$ cat src/rtl/fwd_pkg.sv
package fwd_pkg;
   // Operand select encoding, shared by the selectors and the multiplexers
   localparam logic [1:0] SEL_RF   = 2'b00;
   localparam logic [1:0] SEL_WB   = 2'b01;
   localparam logic [1:0] SEL_MEM  = 2'b10;
   localparam logic [1:0] SEL_RSVD = 2'b11;
endpackage

$ cat src/rtl/fwd_regfile.sv
module fwd_regfile #(
   parameter int DATA_W  = 32,
   parameter int REG_CNT = 32,
   parameter int ADDR_W  = $clog2(REG_CNT)
) (
   input  logic              clk,
   input  logic              rst_n,
   input  logic              we,
   input  logic [ADDR_W-1:0] wa,
   input  logic [DATA_W-1:0] wd,
   input  logic [ADDR_W-1:0] ra0,
   input  logic [ADDR_W-1:0] ra1,
   output logic [DATA_W-1:0] rd0,
   output logic [DATA_W-1:0] rd1
);
   if (REG_CNT != (1 << ADDR_W)) begin : g_cnt_chk
      $error("fwd_regfile: REG_CNT must be a power of two");
   end

   logic [DATA_W-1:0] mem [REG_CNT];
   logic              wr_live;

   assign wr_live = we && (wa != '0);

   always_ff @(posedge clk or negedge rst_n) begin
      if (!rst_n) begin
         for (int i = 0; i < REG_CNT; i++) mem[i] <= '0;
      end else if (wr_live) begin
         mem[wa] <= wd;
      end
   end

   // Read with same-cycle write bypass; entry zero is constant
   function automatic logic [DATA_W-1:0] rd_port(input logic [ADDR_W-1:0] ra,
                                                 input logic [DATA_W-1:0] stored);
      if (ra == '0)                  return '0;
      else if (wr_live && wa == ra)  return wd;
      else                           return stored;
   endfunction

   assign rd0 = rd_port(ra0, mem[ra0]);
   assign rd1 = rd_port(ra1, mem[ra1]);


   zero_reg_chk: assert property (@(posedge clk) disable iff (!rst_n)
      (ra0 == '0) |-> (rd0 == '0));


   wr_hold_chk: assert property (@(posedge clk) disable iff (!rst_n)
      ($past(we) && $past(wa) != '0 && ra1 == $past(wa) && !(we && wa == ra1))
         |-> (rd1 == $past(wd)));
endmodule

$ cat src/rtl/fwd_select.sv
module fwd_select
   import fwd_pkg::*;
#(
   parameter int ADDR_W = 5
) (
   input  logic [ADDR_W-1:0] src,
   input  logic              mem_wen,
   input  logic [ADDR_W-1:0] mem_rd,
   input  logic              wb_wen,
   input  logic [ADDR_W-1:0] wb_rd,
   output logic [1:0]        sel
);
   logic mem_hit, wb_hit;

   assign mem_hit = mem_wen && (mem_rd != '0) && (mem_rd == src);
   assign wb_hit  = wb_wen  && (wb_rd  != '0) && (wb_rd  == src);

   // Nearest stage first
   always_comb begin
      if (mem_hit)     sel = SEL_MEM;
      else if (wb_hit) sel = SEL_WB;
      else             sel = SEL_RF;
   end
endmodule

$ cat src/rtl/fwd_opmux.sv
module fwd_opmux
   import fwd_pkg::*;
#(
   parameter int DATA_W = 32
) (
   input  logic [1:0]        sel,
   input  logic [DATA_W-1:0] rf_val,
   input  logic [DATA_W-1:0] mem_val,
   input  logic [DATA_W-1:0] wb_val,
   output logic [DATA_W-1:0] op
);
   always_comb begin
      case (sel)
         SEL_MEM: op = mem_val;
         SEL_WB:  op = wb_val;
         default: op = rf_val;   // register value, also for the unused code
      endcase
   end
endmodule

$ cat src/rtl/fwd_unit.sv
module fwd_unit
   import fwd_pkg::*;
#(
   parameter int DATA_W  = 32,
   parameter int REG_CNT = 32,
   parameter int ADDR_W  = $clog2(REG_CNT)
) (
   input  logic              clk,
   input  logic              rst_n,
   input  logic [ADDR_W-1:0] rd_addr_a,
   input  logic [ADDR_W-1:0] rd_addr_b,
   output logic [DATA_W-1:0] rf_rdata_a,
   output logic [DATA_W-1:0] rf_rdata_b,
   input  logic [ADDR_W-1:0] ex_rs,
   input  logic [ADDR_W-1:0] ex_rt,
   input  logic [DATA_W-1:0] ex_rs_val,
   input  logic [DATA_W-1:0] ex_rt_val,
   input  logic              mem_wen,
   input  logic [ADDR_W-1:0] mem_rd,
   input  logic [DATA_W-1:0] mem_alu,
   input  logic              wb_wen,
   input  logic [ADDR_W-1:0] wb_rd,
   input  logic [DATA_W-1:0] wb_val,
   output logic [1:0]        fwd_a,
   output logic [1:0]        fwd_b,
   output logic [DATA_W-1:0] op_a,
   output logic [DATA_W-1:0] op_b
);
   localparam int LANES = 2;

   if (DATA_W < 1) begin : g_dw_chk
      $error("fwd_unit: DATA_W must be positive");
   end
   if (REG_CNT < 2) begin : g_rc_chk
      $error("fwd_unit: REG_CNT must be at least 2");
   end

   fwd_regfile #(.DATA_W(DATA_W), .REG_CNT(REG_CNT), .ADDR_W(ADDR_W)) rf_i (
      .clk(clk), .rst_n(rst_n),
      .we(wb_wen), .wa(wb_rd), .wd(wb_val),
      .ra0(rd_addr_a), .ra1(rd_addr_b),
      .rd0(rf_rdata_a), .rd1(rf_rdata_b)
   );

   logic [ADDR_W-1:0] lane_src [LANES];
   logic [DATA_W-1:0] lane_val [LANES];
   logic [1:0]        lane_sel [LANES];
   logic [DATA_W-1:0] lane_op  [LANES];

   assign lane_src[0] = ex_rs;
   assign lane_src[1] = ex_rt;
   assign lane_val[0] = ex_rs_val;
   assign lane_val[1] = ex_rt_val;

   for (genvar g = 0; g < LANES; g++) begin : g_lane
      fwd_select #(.ADDR_W(ADDR_W)) sel_i (
         .src(lane_src[g]),
         .mem_wen(mem_wen), .mem_rd(mem_rd),
         .wb_wen(wb_wen),   .wb_rd(wb_rd),
         .sel(lane_sel[g])
      );
      fwd_opmux #(.DATA_W(DATA_W)) mux_i (
         .sel(lane_sel[g]),
         .rf_val(lane_val[g]), .mem_val(mem_alu), .wb_val(wb_val),
         .op(lane_op[g])
      );
   end

   assign fwd_a = lane_sel[0];
   assign fwd_b = lane_sel[1];
   assign op_a  = lane_op[0];
   assign op_b  = lane_op[1];


   no_rsvd_a_chk: assert property (@(posedge clk) disable iff (!rst_n)
      fwd_a != SEL_RSVD);

   no_rsvd_b_chk: assert property (@(posedge clk) disable iff (!rst_n)
      fwd_b != SEL_RSVD);

   mem_path_a_chk: assert property (@(posedge clk) disable iff (!rst_n)
      (fwd_a == SEL_MEM) |-> (op_a == mem_alu));

   wb_path_b_chk: assert property (@(posedge clk) disable iff (!rst_n)
      (fwd_b == SEL_WB) |-> (op_b == wb_val));

   no_wen_chk: assert property (@(posedge clk) disable iff (!rst_n)
      (!mem_wen && !wb_wen) |-> (fwd_a == SEL_RF && op_a == ex_rs_val));

   zero_dst_chk: assert property (@(posedge clk) disable iff (!rst_n)
      (mem_rd == '0 && wb_rd == '0) |-> (fwd_b == SEL_RF && op_b == ex_rt_val));

   near_win_chk: assert property (@(posedge clk) disable iff (!rst_n)
      (mem_wen && wb_wen && mem_rd == ex_rs && wb_rd == ex_rs && ex_rs != '0)
         |-> (fwd_a == SEL_MEM));
endmodule

$ cat config.mk
export PLATFORM = sky130hd
export DESIGN_NAME = fwd_unit
export DESIGN_NICKNAME = d
export VERILOG_FILES = /design/src/rtl/fwd_pkg.sv /design/src/rtl/fwd_regfile.sv /design/src/rtl/fwd_select.sv /design/src/rtl/fwd_opmux.sv /design/src/rtl/fwd_unit.sv
export SDC_FILE = /design/constraint.sdc
export NUM_CORES = 2
export LEC_CHECK = 0
export BUFFER_PORTS_ARGS = -buffer_cell sky130_fd_sc_hd__buf_2
export CAP_MARGIN = 20
export CORE_AREA = 3 3 384 386
export CTS_CLUSTER_DIAMETER = 150
export CTS_CLUSTER_SIZE = 28
export DETAILED_ROUTE_END_ITERATION = 6
export DIE_AREA = 0 0 387 389
export PLACE_DENSITY = 0.68
export SKIP_LAST_GASP = 1
export SLEW_MARGIN = 30
export SYNTH_ARGS = -nofsm -noshare
export SYNTH_HDL_FRONTEND = slang
export SYNTH_SLANG_ARGS = --single-unit
$ cat constraint.sdc
create_clock -name clk -period 4.1 [get_ports clk]
set_input_delay 1.23 -clock clk [delete_from_list [all_inputs] [get_ports clk]]
set_output_delay 1.23 -clock clk [all_outputs]
set_load 0.05 [all_outputs]
==> metrics <==
status finished with violations; failing checks setup timing; Max-cap violations 0; clk_lat worst skew approximately 0.67 ns; WS Path Type in2out; DP Area approximately 0.067 mm2; GR Overflow Total 0; syn_nets between 4000 and 5000; CP Launch Type input pin; critical path fanouts, max 8; Max clock buf depth 3; pin count of the biggest net entering global routing 109; initial core utilization 40.1%; vias post-DR roughly 44000; final non-filler cell total between 6000 and 7000; Top FF cell, synth dfrtp_1; Yosys reg bits 1024; Area growth syn-to-layout 26.8%; RSZ-0062 raised after global routing true; fin worst setup slack -0.346 ns; endpoints failing setup between 100 and 150; # rows roughly 140; final worst-path cycle share 108%; CP Data Required Time 2.87 ns; DRC 0; Largest register FFs between 1000 and 1500; Clk Tree Root Cell clkbuf_16; pre-CTS setup slack -0.744 ns; crit path DAT 3.22 ns; Least-Margin Pin Slew 0.893 ns; ant diodes 0; DRT iter0 DRCs about 5200; Routed Antenna Nets 0; biggest regs rf_i.mem x1024; Max Clock Freq around 0.22 GHz; ys async rst share between 90% and 100%; Yosys warnings 0; Worst setup EP type primary output; Final Max Slew Viols 0; min Tclk post-route roughly 4.4 ns; count of cell types in the netlist 60; endpoints failing hold 0; synthesized area between 0.05 and 0.06 mm2; clk_skew 0 ns; vias per cell around 6.4; initial antenna violation count 2; Mean Syn Cell Area roughly 13 um2; Post-synth EDFFs 0; io pins 294; Largest Register rf_i.mem; post-route cell area 0.0730 mm2; H-tree Lvls 2; Post-CTS Hold Fix Bufs 0; routed wire length about 220000 um; routed length per instance between 30 and 40 um; CTS sink count roughly 1000; Min-Delay Path Class reg2reg; Final Power 27.2 mW; core area around 0.14 mm2; HPWL after detailed placement between 100000 and 150000 um; maximum VDD drop 0.349 mV; clock slew at reported path FFs 0.11 ns; number of nets in the layout approximately 5100; Placed Instances about 6700; die height 389 um; number of global-route vias before repair 44295; Die W 387 um; Fillers roughly 12000; GPL Wtd Cong a little over 0.9; max_slew headroom 40.5%; die area 0.151 mm2; Mapped Cells 4416; port bufs a little under 300; Num CTS Buffers 42; sequential area share after synthesis approximately 44%; Total GRT Usage 27.9%; First-pass DRT Iterations 6; layout cells sized above 1 54.1%; CTS tree yes; global-route wire length before repair around 310000 um; power density over the cells ~370 mW/mm2; Leakage 32.1 nW
path summary, 6_finish.rpt:
check | slack [ns] | depth (start not counted) | startpoint | to
worst min-delay path | 0.41 | 0 | rf_i.mem[992] | rf_i.mem[992]
worst max register to register | 3.26 | 1 | rf_i.mem[634] | rf_i.mem[634]
min in group asynchronous | 0.53 | 1 | rst_n | rf_i.mem[236]
max in group asynchronous | 2.43 | 2 | rst_n | rf_i.mem[457]
worst min register to register | 0.41 | 0 | rf_i.mem[992] | rf_i.mem[992]
worst max-delay path | -0.35 | 8 | rd_addr_a[0] | rf_rdata_a[7]
synth_stat cells, types with 38 or more instances:
| cell | instances | area share (%) |
|---|---|---|
| o21ai_0 | 83 | 0.72 |
| a21oi_1 | 76 | 0.66 |
| nor2_1 | 84 | 0.55 |
| buf_1 | 52 | 0.34 |
| nand3_1 | 58 | 0.50 |
| mux4_2 | 258 | 10 |
| mux2_2 | 941 | 18 |
| a221oi_1 | 78 | 1.2 |
| dfrtp_1 | 1024 | 44 |
| mux2i_1 | 594 | 10 |
| o21ai_1 | 70 | 0.61 |
| nor3_1 | 42 | 0.36 |
| mux2_1 | 66 | 1.3 |
| buf_6 | 38 | 0.74 |
| a22oi_1 | 85 | 1.1 |
| nand2_1 | 148 | 0.96 |
| buf_4 | 54 | 0.70 |
| clkbuf_1 | 221 | 1.4 |
| buf_2 | 122 | 1.1 |
area by class of cell:
cell class | count | area [um2] | area share, %
multi-input combinational | 2894 | 32600 | 44.6
sequential | 1024 | 25600 | 35.1
timing repair buffer | 998 | 11300 | 15.5
tap | 1903 | 2380 | 3.26
clock buffer | 43 | 1080 | 1.47
clock inverter | 4 | 48.8 | 0.0668
inverter | 6 | 26.3 | 0.0360
timing repair:
| action | in CTS | in global routing |
|---|---|---|
| resized for setup | 581 | 254 |
| pin swaps | 112 | 111 |
| hold endpoints to repair | 0 | 0 |
| gates cloned | 26 | 6 |
| buffers inserted | 70 | 42 |
| endpoints found under the setup margin | 130 | 130 |
per-stage QoR:
stage	TNS [ns]	util [%]	hold slack, ns
after floorplan	-4.07	-	0.441
after global placement	-43.27	46.5	0.378
after detailed placement	-44.40	46.5	0.382
after CTS	-20.92	49.7	0.409
after global routing	-32.80	50.8	0.420
final	-25.27	50.8	0.408
cells in the final DEF (no fill, tap or decap), types with 42 or more instances in the layout:
cell type and n:
buf_2 149, nand2_1 122, clkbuf_16 50, a221oi_1 47, buf_4 428, mux4_2 258, o21ai_1 44, buf_12 196
mux2i_1 542, dfrtp_1 1024, o21ai_2 48, mux2_1 66, buf_8 43, a22oi_1 77, buf_6 137, mux2_2 936
nor2_4 42, a21oi_1 53, nand3_1 45
per-layer routing:
metal	up-vias	GRT usage [%]	wire, um
met5	-	0	10
met4	2	14.3	13100
met3	609	6.29	21100
met2	2353	44.0	100000
met1	23354	36.2	84100
li1	17803	-	-
logic make-up after synthesis:
group	count (synthesis)	share of synthesized area (%)
flip-flops	1024	44.5
AND/OR/NAND/NOR	396	3.19
XOR/XNOR	30	0.456
buffers and inverters	498	4.44
AO/OA/AOI/OAI	609	7.35
multiplexers	1859	40.1
worst max-delay path: stages:
cell and delay, ns:
buf_16 0.16, buf_16 0.17, bufbuf_16 0.28, mux4_2 0.50, nor3_1 0.22, a211oi_2 0.07, a211o_2 0.35, buf_12 0.17
report_power, final:
| part | switching [mW] | total [mW] | leakage (nW) | internal (mW) |
|---|---|---|---|---|
| logic | 3.93 | 8.44 | 18.5 | 4.51 |
| registers | 1.48 | 13.5 | 13.1 | 12.0 |
| clock network | 3.35 | 5.27 | 0.548 | 1.92 |
(Power assumes the default switching activity.)
